## config.mk

```make
export PLATFORM = sky130hd
export DESIGN_NAME = bank_rom_mapper
export DESIGN_NICKNAME = d
export VERILOG_FILES = /design/src/rtl/bankmap_pkg.sv /design/src/rtl/bankmap_ctrl.sv /design/src/rtl/bankmap_datapath.sv /design/src/rtl/bank_rom_mapper.sv
export SDC_FILE = /design/constraint.sdc
export NUM_CORES = 1
export LEC_CHECK = 0
export BUFFER_PORTS_ARGS = -buffer_cell sky130_fd_sc_hd__clkbuf_2
export CORE_ASPECT_RATIO = 0.9
export CORE_MARGIN = 3
export CORE_UTILIZATION = 41
export CTS_BUF_LIST = sky130_fd_sc_hd__clkbuf_2
export DETAILED_ROUTE_END_ITERATION = 6
export PLACE_DENSITY = 0.67
export SLEW_MARGIN = 30
export SYNTH_ARGS = -nofsm -noshare
export SYNTH_HDL_FRONTEND = slang
export SYNTH_HIERARCHICAL = 1
export SYNTH_SLANG_ARGS = --single-unit
```

## constraint.sdc

```tcl
create_clock -name clk -period 1.46 [get_ports clk]
set_input_delay 0 -clock clk [delete_from_list [all_inputs] [get_ports clk]]
set_output_delay 0 -clock clk [all_outputs]
set_load 0.01 [all_outputs]
```

## src/rtl/bankmap_pkg.sv

```systemverilog
package bankmap_pkg;
  localparam int NUM_BANKS  = 4;
  localparam int DATA_W     = 8;
  localparam int OFF_W      = 4;
  localparam int ADDR_W     = 24;
  localparam int BANK_SEL_W = 4;
  localparam int WIN_BITS   = 20;
  localparam int HALF_BITS  = 15;
  localparam int BANK_BASE  = 4;
  localparam logic [DATA_W-1:0] BANK_KEEP = 8'h8f;
  localparam logic [ADDR_W-1:0] IO_BASE   = 24'h004800;

  typedef struct packed {
    logic                 wrCtl0;
    logic                 wrCtl1;
    logic [NUM_BANKS-1:0] wrBank;
    logic                 rdEn;
    logic                 rdReg;
    logic [OFF_W-1:0]     off;
  } ioStrobe_t;
endpackage

```

## src/rtl/bankmap_ctrl.sv

```systemverilog
module bankmap_ctrl
  import bankmap_pkg::*;
(
  input  logic             clk,
  input  logic             rstN,
  input  logic             ioSel,
  input  logic             ioWr,
  input  logic             ioRd,
  input  logic [OFF_W-1:0] ioOff,
  output ioStrobe_t        strobe
);
  logic [NUM_BANKS-1:0] bankHit;
  logic                 isReg;
  logic                 wrGo;

  for (genvar b = 0; b < NUM_BANKS; b++) begin : g_hit
    assign bankHit[b] = (ioOff == OFF_W'(BANK_BASE + b));
  end

  assign isReg = (ioOff == OFF_W'(0)) || (ioOff == OFF_W'(1)) || (|bankHit);
  assign wrGo  = ioSel && ioWr;

  always_comb begin
    strobe        = '0;
    strobe.off    = ioOff;
    strobe.rdEn   = ioSel && ioRd;
    strobe.rdReg  = ioSel && ioRd && isReg;
    strobe.wrCtl0 = wrGo && (ioOff == OFF_W'(0));
    strobe.wrCtl1 = wrGo && (ioOff == OFF_W'(1));
    strobe.wrBank = wrGo ? bankHit : '0;
  end

  // at most one register is targeted by any write
  p_single_target_r10: assert property (@(posedge clk) disable iff (!rstN)
    $onehot0({strobe.wrCtl0, strobe.wrCtl1, strobe.wrBank}));

  // unmapped offsets never raise a write strobe
  p_unmapped_quiet_r5: assert property (@(posedge clk) disable iff (!rstN)
    (ioOff == OFF_W'(2) || ioOff == OFF_W'(3) || ioOff >= OFF_W'(BANK_BASE + NUM_BANKS))
      |-> (strobe.wrCtl0 == 1'b0 && strobe.wrCtl1 == 1'b0 && strobe.wrBank == '0));
endmodule

```

## src/rtl/bankmap_datapath.sv

```systemverilog
module bankmap_datapath
  import bankmap_pkg::*;
(
  input  logic              clk,
  input  logic              rstN,
  input  ioStrobe_t         strobe,
  input  logic              ioSel,
  input  logic [DATA_W-1:0] wrData,
  input  logic [ADDR_W-1:0] cpuAddr,
  input  logic [DATA_W-1:0] romData,
  output logic [DATA_W-1:0] rdData,
  output logic [ADDR_W-1:0] romAddr
);
  localparam int SEL_W       = $clog2(NUM_BANKS);
  localparam int FOLD_LO_IDX = 1;
  localparam int FOLD_HI_IDX = NUM_BANKS - 1;
  localparam int FOLD_BIT    = DATA_W - 1;
  localparam int LOW_GAP     = ADDR_W - 1 - (WIN_BITS + 1 - HALF_BITS) - HALF_BITS + 1;

  logic [DATA_W-1:0] ctlReg0, ctlReg1;
  logic [DATA_W-1:0] bankReg [NUM_BANKS];

  always_ff @(posedge clk) begin
    if (!rstN) begin
      ctlReg0 <= '0;
      ctlReg1 <= '0;
    end else begin
      if (strobe.wrCtl0) ctlReg0 <= wrData;
      if (strobe.wrCtl1) ctlReg1 <= wrData;
    end
  end

  for (genvar b = 0; b < NUM_BANKS; b++) begin : g_bank
    always_ff @(posedge clk) begin
      if (!rstN)                bankReg[b] <= DATA_W'(b);
      else if (strobe.wrBank[b]) bankReg[b] <= wrData & BANK_KEEP;
    end

    // masked bits never hold a one
    p_bank_mask_r2: assert property (@(posedge clk) disable iff (!rstN)
      (bankReg[b] & ~BANK_KEEP) == '0);

    // a write lands on the following edge
    p_write_lands_r10: assert property (@(posedge clk) disable iff (!rstN)
      strobe.wrBank[b] |=> bankReg[b] == ($past(wrData) & BANK_KEEP));

    // without a write the register holds
    p_bank_hold_r10: assert property (@(posedge clk) disable iff (!rstN)
      !strobe.wrBank[b] |=> $stable(bankReg[b]));
  end

  // read mux
  logic [DATA_W-1:0] regRead;
  always_comb begin
    regRead = '0;
    if (strobe.off == OFF_W'(0)) regRead = ctlReg0;
    if (strobe.off == OFF_W'(1)) regRead = ctlReg1;
    for (int b = 0; b < NUM_BANKS; b++)
      if (strobe.off == OFF_W'(BANK_BASE + b)) regRead = bankReg[b];
  end

  always_comb begin
    if (!strobe.rdEn)      rdData = '0;
    else if (strobe.rdReg) rdData = regRead;
    else                   rdData = romData;
  end

  // high linear region
  logic [SEL_W-1:0]      highSel;
  logic [ADDR_W-1:0]     highAddr;
  assign highSel  = cpuAddr[WIN_BITS +: SEL_W];
  assign highAddr = {bankReg[highSel][BANK_SEL_W-1:0], cpuAddr[WIN_BITS-1:0]};

  // lower half-bank region with optional fold of address bit 21
  logic foldOn, a21;
  logic [ADDR_W-1:0] lowAddr;
  assign foldOn  = cpuAddr[ADDR_W-1] ? bankReg[FOLD_HI_IDX][FOLD_BIT]
                                     : bankReg[FOLD_LO_IDX][FOLD_BIT];
  assign a21     = cpuAddr[WIN_BITS+1] & ~foldOn;
  assign lowAddr = {LOW_GAP'(0), a21, cpuAddr[WIN_BITS:HALF_BITS+1], cpuAddr[HALF_BITS-1:0]};

  always_comb begin
    if (ioSel)                          romAddr = IO_BASE | ADDR_W'(strobe.off);
    else if (cpuAddr[WIN_BITS + SEL_W]) romAddr = highAddr;
    else                                romAddr = lowAddr;
  end

  // in the high region the window offset passes straight through
  p_high_offset_r6: assert property (@(posedge clk) disable iff (!rstN)
    (!ioSel && cpuAddr[22]) |-> romAddr[WIN_BITS-1:0] == cpuAddr[WIN_BITS-1:0]);

  // the compacted region never reaches past 2 MiB
  p_low_span_r7: assert property (@(posedge clk) disable iff (!rstN)
    (!ioSel && !cpuAddr[22]) |-> romAddr[23:21] == 3'b000);

  // offset inside the half bank passes through unchanged
  p_low_offset_r7: assert property (@(posedge clk) disable iff (!rstN)
    (!ioSel && !cpuAddr[22]) |-> romAddr[HALF_BITS-1:0] == cpuAddr[HALF_BITS-1:0]);
endmodule

```

## src/rtl/bank_rom_mapper.sv

```systemverilog
module bank_rom_mapper
  import bankmap_pkg::*;
(
  input  logic              clk,
  input  logic              rstN,
  input  logic [ADDR_W-1:0] cpuAddr,
  input  logic              ioSel,
  input  logic              ioWr,
  input  logic              ioRd,
  input  logic [DATA_W-1:0] wrData,
  input  logic [DATA_W-1:0] romData,
  output logic [DATA_W-1:0] rdData,
  output logic [ADDR_W-1:0] romAddr
);
  ioStrobe_t strobe;

  bankmap_ctrl u_ctrl (
    .clk    (clk),
    .rstN   (rstN),
    .ioSel  (ioSel),
    .ioWr   (ioWr),
    .ioRd   (ioRd),
    .ioOff  (cpuAddr[OFF_W-1:0]),
    .strobe (strobe)
  );

  bankmap_datapath u_dp (
    .clk     (clk),
    .rstN    (rstN),
    .strobe  (strobe),
    .ioSel   (ioSel),
    .wrData  (wrData),
    .cpuAddr (cpuAddr),
    .romData (romData),
    .rdData  (rdData),
    .romAddr (romAddr)
  );

  // reads are silent unless strobed inside the window
  p_read_idle_r10: assert property (@(posedge clk) disable iff (!rstN)
    !(ioSel && ioRd) |-> rdData == '0);

  // inside the window the ROM address points at the window
  p_window_addr_r5: assert property (@(posedge clk) disable iff (!rstN)
    ioSel |-> romAddr == (IO_BASE | {20'h0, cpuAddr[3:0]}));
endmodule

```

==> results of run 1 <==
[metal layers]
layer	track usage, %	up-vias	share of wire, %
met5	0	-	0
met2	28.3	75	46
met4	6.39	0	1.8
met3	3.22	10	7.0
li1	-	1072	-
met1	23.2	987	45
[path summary, 6_finish.rpt]
kind                                      endpoint  slack [ns]  cells past startpoint
worst min register to register     u_dp/ctlReg1[4]        0.53                      2
worst max-delay path                   romAddr[20]       -0.16                      5
worst min-delay path            u_dp/bankReg[2][1]        0.23                      5
worst max register to register     u_dp/ctlReg0[0]        0.83                      2
[cells in the mapped netlist]
| cell | number |
|---|---|
| a21oi_1 | 6 |
| o21ai_1 | 10 |
| a311oi_1 | 6 |
| nand4b_2 | 1 |
| nor2_2 | 4 |
| buf_4 | 7 |
| nor4_1 | 1 |
| nor2b_1 | 30 |
| nor3_1 | 2 |
| nor3_2 | 1 |
| buf_2 | 6 |
| nor3b_2 | 1 |
| nand2_1 | 8 |
| edfxtp_1 | 20 |
| mux2_2 | 4 |
| nand3b_1 | 8 |
| nand4b_4 | 1 |
| buf_6 | 4 |
| and3_1 | 16 |
| nand3_1 | 3 |
| a21boi_1 | 3 |
| dfxtp_1 | 16 |
| mux2_1 | 4 |
| o221ai_1 | 5 |
| and3b_1 | 1 |
| or2_2 | 2 |
| inv_1 | 15 |
| nor3b_1 | 1 |
| clkbuf_1 | 4 |
| nor2_1 | 14 |
| o21ai_0 | 10 |
| mux2i_1 | 23 |
| nand2b_1 | 11 |
| and2_2 | 1 |
| mux4_2 | 3 |
| o21a_1 | 1 |
[through the flow]
stage,power (mW),cells,area (µm²),hold slack [ns],setup TNS (ns)
finish,2.05,408,3100,0.229,-0.782
global route,2.16,408,3100,0.220,-1.42
CTS,2.05,407,3040,0.206,-0.758
detailed placement,1.58,390,2870,0.272,0
global placement,1.58,390,2870,0.272,0
floorplan,1.40,253,2420,0.104,0
[cells in the final DEF (no fill, tap or decap), drive strengths merged, types with 11 or more instances in the layout]
cell    instances
nand2b         11
nor2b          30
buf            22
nor2           18
edfxtp         20
and3           16
clkbuf         76
dfxtp          16
o21ai          20
inv            15
mux2i          23
[logic make-up after synthesis]
family | count (synthesis) | synth area share (%)
simple gates | 106 | 27.0
buf+inv | 36 | 8.23
mux | 34 | 16.0
compound gates | 41 | 10.6
flops | 36 | 38.1
[timing repair]
action / in CTS / in global routing
gates resized for setup: 11 / 18
setup buffers: 1 / 2
endpoints found under the setup margin: 9 / 9
pin swaps: 20 / 9
hold buffers: 8 / 0
hold endpoints to repair: 19 / 0
[sequential cells by signal, summed over array words and instances (netlist names)]
register / flops
u_dp/ctlReg0: 8
u_dp/ctlReg1: 8
u_dp/bankReg: 20
[power by group]
| part | total (mW) | internal [mW] | switching, mW |
|---|---|---|---|
| combinational | 0.486 | 0.231 | 0.254 |
| sequential | 1.13 | 1.10 | 0.0271 |
| clock | 0.435 | 0.116 | 0.320 |
[final cells by class]
cell class	instances	area share, %
multi-input combinational	181	44.5
timing repair buffer	101	19.9
sequential	36	29.7
inverter	15	1.81
clock buffer	5	0.806
clock inverter	3	0.605
tap	67	2.70
[critical path: stages (launching register included)]
cell      delay (ns)
edfxtp_1        0.46
mux2i_1         0.18
o21a_1          0.15
a21oi_2         0.04
a311oi_2        0.24
buf_2           0.18
==> qor.csv, run 1 <==
metric,value,unit
"Seq/Total Area, Yosys",38.1,%
layout cell share with drive strength beyond 1,40.2,%
clk sinks,36,
fin crit share,111,%
fillcell total,518,
initial antenna violation count,0,
Crit. End Element,output pin,
clock buffer depth,2,
Max-slew headroom,61.5,%
GRT Resource Usage Total,17.5,%
Vert. Die Dim,78.8,µm
Pwr Density,661,nW/µm²
number of synthesized register bits,36,
net count after synthesis,298,
Root Buffer,clkbuf_2,
Yosys cell types,36,
Final nets,385,
Routed Antenna Nets,0,
CTS Buf Count,5,
violations in the final reports,negative setup slack,
die area,6850,µm²
Worst setup SP type,register,
Avg Synthesized Cell Area,9.55,µm²
outcome,finished with violations,
fin. max-slew vios,0,
PnR worst setup slack,-0.161,ns
Multi-input gate area,1380,µm²
fmax,0.617,GHz
WL per Instance,15.2,µm
DR pass1 iterations,4,
synth warn,6,
Syn-to-layout area delta,28.4,%
top post-synthesis cells by area,"edfxtp_1 (25%), dfxtp_1 (13%), mux2i_1 (9.5%)",
first-pass GRT wire length,9420,µm
cell taking the most area after synthesis,edfxtp_1,
Critical Path AT,1.62,ns
residual DRC count,0,
Slew @ Worst Pin,0.578,ns
Fin. Hold Viols,0,
setup violators final,7,
cell row count,25,
vias,2144,
"Req. time, crit path",1.46,ns
CP Max Fanout,2,
Die X,86.9,µm
Leak,1.33,nW
crit path time final,1.62,ns
final core occ,56.7,%
initial core utilization,44.2,%
dpl ws,0.109,ns
Worst Skew,0,ns
Syn Inst Count,253,
worst r2r src,u_dp/ctlReg0[0],
Post-Syn Area,2420,µm²
"Reg clk slew, reported paths",0.19,ns
Setup crit start,u_dp/bankReg[3][4],
min-delay src,ioWr,
largest net degree at the start of global routing,40,
Vias/cell,5.25,
I/O pin count,77,
register area,921,µm²
Final HPWL DP,4770,µm
Synth top area share,24.8,%
CTS tree,done,
gpl congestion,0.918,
CTS H-tree depth,2,
final wirelength,6200,µm
n_diodes,0,
Port Buffers,76,
Worst-Skew Late Latency,0.36,ns
Core ar.,5470,µm²
vias in the first global route,1984,
drt first-iter violations,98,
Crit Path Class,register to output pin,
max-cap violations,0,
gr ovfl total,0,
Max IR drop VDD,0.000463,V
worst hold path type,input port to register,
unrepaired setup endpoints after global routing,yes,
(Power assumes the default switching activity.)
==> inputs of run 2 (changes only) <==
--- a/config.mk
+++ b/config.mk
@@ -12,6 +12,7 @@
 export CTS_BUF_LIST = sky130_fd_sc_hd__clkbuf_2
 export DETAILED_ROUTE_END_ITERATION = 6
 export PLACE_DENSITY = 0.67
+export SKIP_LAST_GASP = 1
 export SLEW_MARGIN = 30
 export SYNTH_ARGS = -nofsm -noshare
 export SYNTH_HDL_FRONTEND = slang
==> run 2 against run 1 <==
The flow still finishes with violations (negative setup slack). Cell count did not move. Routed wire length barely moved. Worst hold slack got worse by 0.0023 ns. Largest power group unchanged.
==> qor.csv, run 2 (synthesis gave the netlist of run 1 again) <==
metric,value,unit
Pwr Density,660,nW/µm²
Max-slew headroom,61.1,%
Worst setup SP type,register,
"commonest cells after routing, fill and taps aside","clkbuf_2 (77), nor2b_1 (28), mux2i_1 (23), edfxtp_1 (20)",
initial core utilization,44.2,%
final wirelength,6200,µm
Hold Path Cell Cnt,5,
I/O pin count,77,
CTS H-tree depth,2,
largest net degree at the start of global routing,40,
Final Cell Area,3100,µm²
clock buffer depth,2,
gpl congestion,0.918,
first-pass GRT wire length,9420,µm
Slew @ Worst Pin,0.584,ns
CTS tree,done,
Fin. Hold Viols,0,
vias in the first global route,1984,
Max IR drop VDD,0.000466,V
dpl cells,390,
Leak,1.33,nW
layout cell share with drive strength beyond 1,40.2,%
Core ar.,5470,µm²
Root Buffer,clkbuf_2,
worst r2r src,u_dp/ctlReg0[0],
violations in the final reports,negative setup slack,
final core occ,56.7,%
Routed Antenna Nets,0,
"Req. time, crit path",1.46,ns
cell row count,25,
CTS Buf Count,5,
residual DRC count,0,
Vert. Die Dim,78.8,µm
Die X,86.9,µm
"commonest non-fill, non-tap cell in the layout",clkbuf_2,
max-cap violations,0,
crit path time final,1.62,ns
n_diodes,0,
Final Non-Filler Cells,408,
fillcell total,518,
GRT Resource Usage Total,17.5,%
setup violators final,7,
CP Max Fanout,2,
Worst R2R Path Depth,2,
worst hold path type,input port to register,
initial antenna violation count,0,
Placed Instance Area,2870,µm²
"Reg clk slew, reported paths",0.18,ns
gr ovfl total,0,
Crit Path Class,register to output pin,
total power draw,2.05,mW
Worst-Skew Late Latency,0.36,ns
top flop regs,"u_dp/bankReg x20, u_dp/ctlReg0 x8, u_dp/ctlReg1 x8",
PnR worst setup slack,-0.157,ns
Vias/cell,5.29,
vias,2157,
Worst Skew,0,ns
dpl ws,0.109,ns
reg2reg end,u_dp/ctlReg0[0],
Reg2Reg Setup Slack,0.84,ns
WL per Instance,15.2,µm
Syn-to-layout area delta,28.4,%
Final HPWL DP,4770,µm
DR pass1 iterations,4,
Hold Crit Endpoint,u_dp/bankReg[3][0],
Port Buffers,76,
fmax,0.619,GHz
fin crit share,111,%
fin. max-slew vios,0,
Final nets,385,
Critical Path AT,1.62,ns
Crit. End Element,output pin,
drt first-iter violations,83,
outcome,finished with violations,
die area,6850,µm²
unrepaired setup endpoints after global routing,yes,
max reg flops,20,
min-delay src,ioWr,
clk sinks,36,
Top reg by flops,u_dp/bankReg,
## run 2: cell count changes in the layout (fill, tap and decap cells not counted), sizes merged
| cell | before | now |
|---|---|---|
| clkbuf | 76 | 77 |
| buf | 22 | 21 |
## run 2: metrics by stage
| step | TNS [ns] | hold slack (ns) |
|---|---|---|
| CTS | -0.758 | 0.206 |
| global route | -1.43 | 0.220 |
| finish | -0.765 | 0.226 |
| detailed placement | 0 | 0.272 |
| global placement | 0 | 0.272 |
| floorplan | 0 | 0.104 |
## run 2: worst max-delay path, stage by stage (launching register included)
cell and delay [ns]:
edfxtp_1 0.46, mux2i_1 0.18, o21a_1 0.15, a21oi_2 0.04, a311oi_2 0.24, buf_2 0.18
## run 2: worst max-delay path by stage
stage,start,to,depth (start not counted)
2_1_floorplan,ioRd,rdData[2],6
5_1_grt,u_dp/bankReg[3][4],romAddr[20],5
3_3_place_gp,ioSel,u_dp/bankReg[0][2],5
4_1_cts,u_dp/bankReg[3][1],romAddr[21],3
6_report,u_dp/bankReg[3][4],romAddr[20],5
3_5_place_dp,ioSel,u_dp/bankReg[0][3],5
## run 2: report_power, final
group          total [mW]  internal [mW]  switching (mW)
Sequential           1.13           1.10          0.0271
Combinational       0.486          0.231           0.254
Clock               0.430          0.116           0.315
Total                2.05           1.45           0.596
## run 2: routing by layer
| layer | vias up | GRT usage (%) | share of wire, % |
|---|---|---|---|
| li1 | 1070 | - | - |
| met1 | 993 | 23.2 | 44 |
| met2 | 82 | 28.3 | 45 |
| met3 | 12 | 3.22 | 8.0 |
| met4 | 0 | 6.39 | 2.2 |
| met5 | - | 0 | 0 |
## run 2: what timing repair did
| item | 4_1_cts | 5_1_grt |
|---|---|---|
| resized for setup | 11 | 17 |
| hold endpoints to repair | 19 | 0 |
| gates cloned | 0 | 0 |
| pin swaps | 20 | 9 |
| setup buffers | 1 | 2 |
| hold buffers | 8 | 0 |
| endpoints found under the setup margin | 9 | 9 |
## run 2: cell type report
cell class                 instances  area [µm²]  share of cell area, %
clock buffer                       5        25.0                  0.806
clock inverter                     3        18.8                  0.605
inverter                          15        56.3                   1.81
multi-input combinational        181        1380                   44.5
sequential                        36         921                   29.7
tap                               67        83.8                   2.70
timing repair buffer             101         617                   19.9
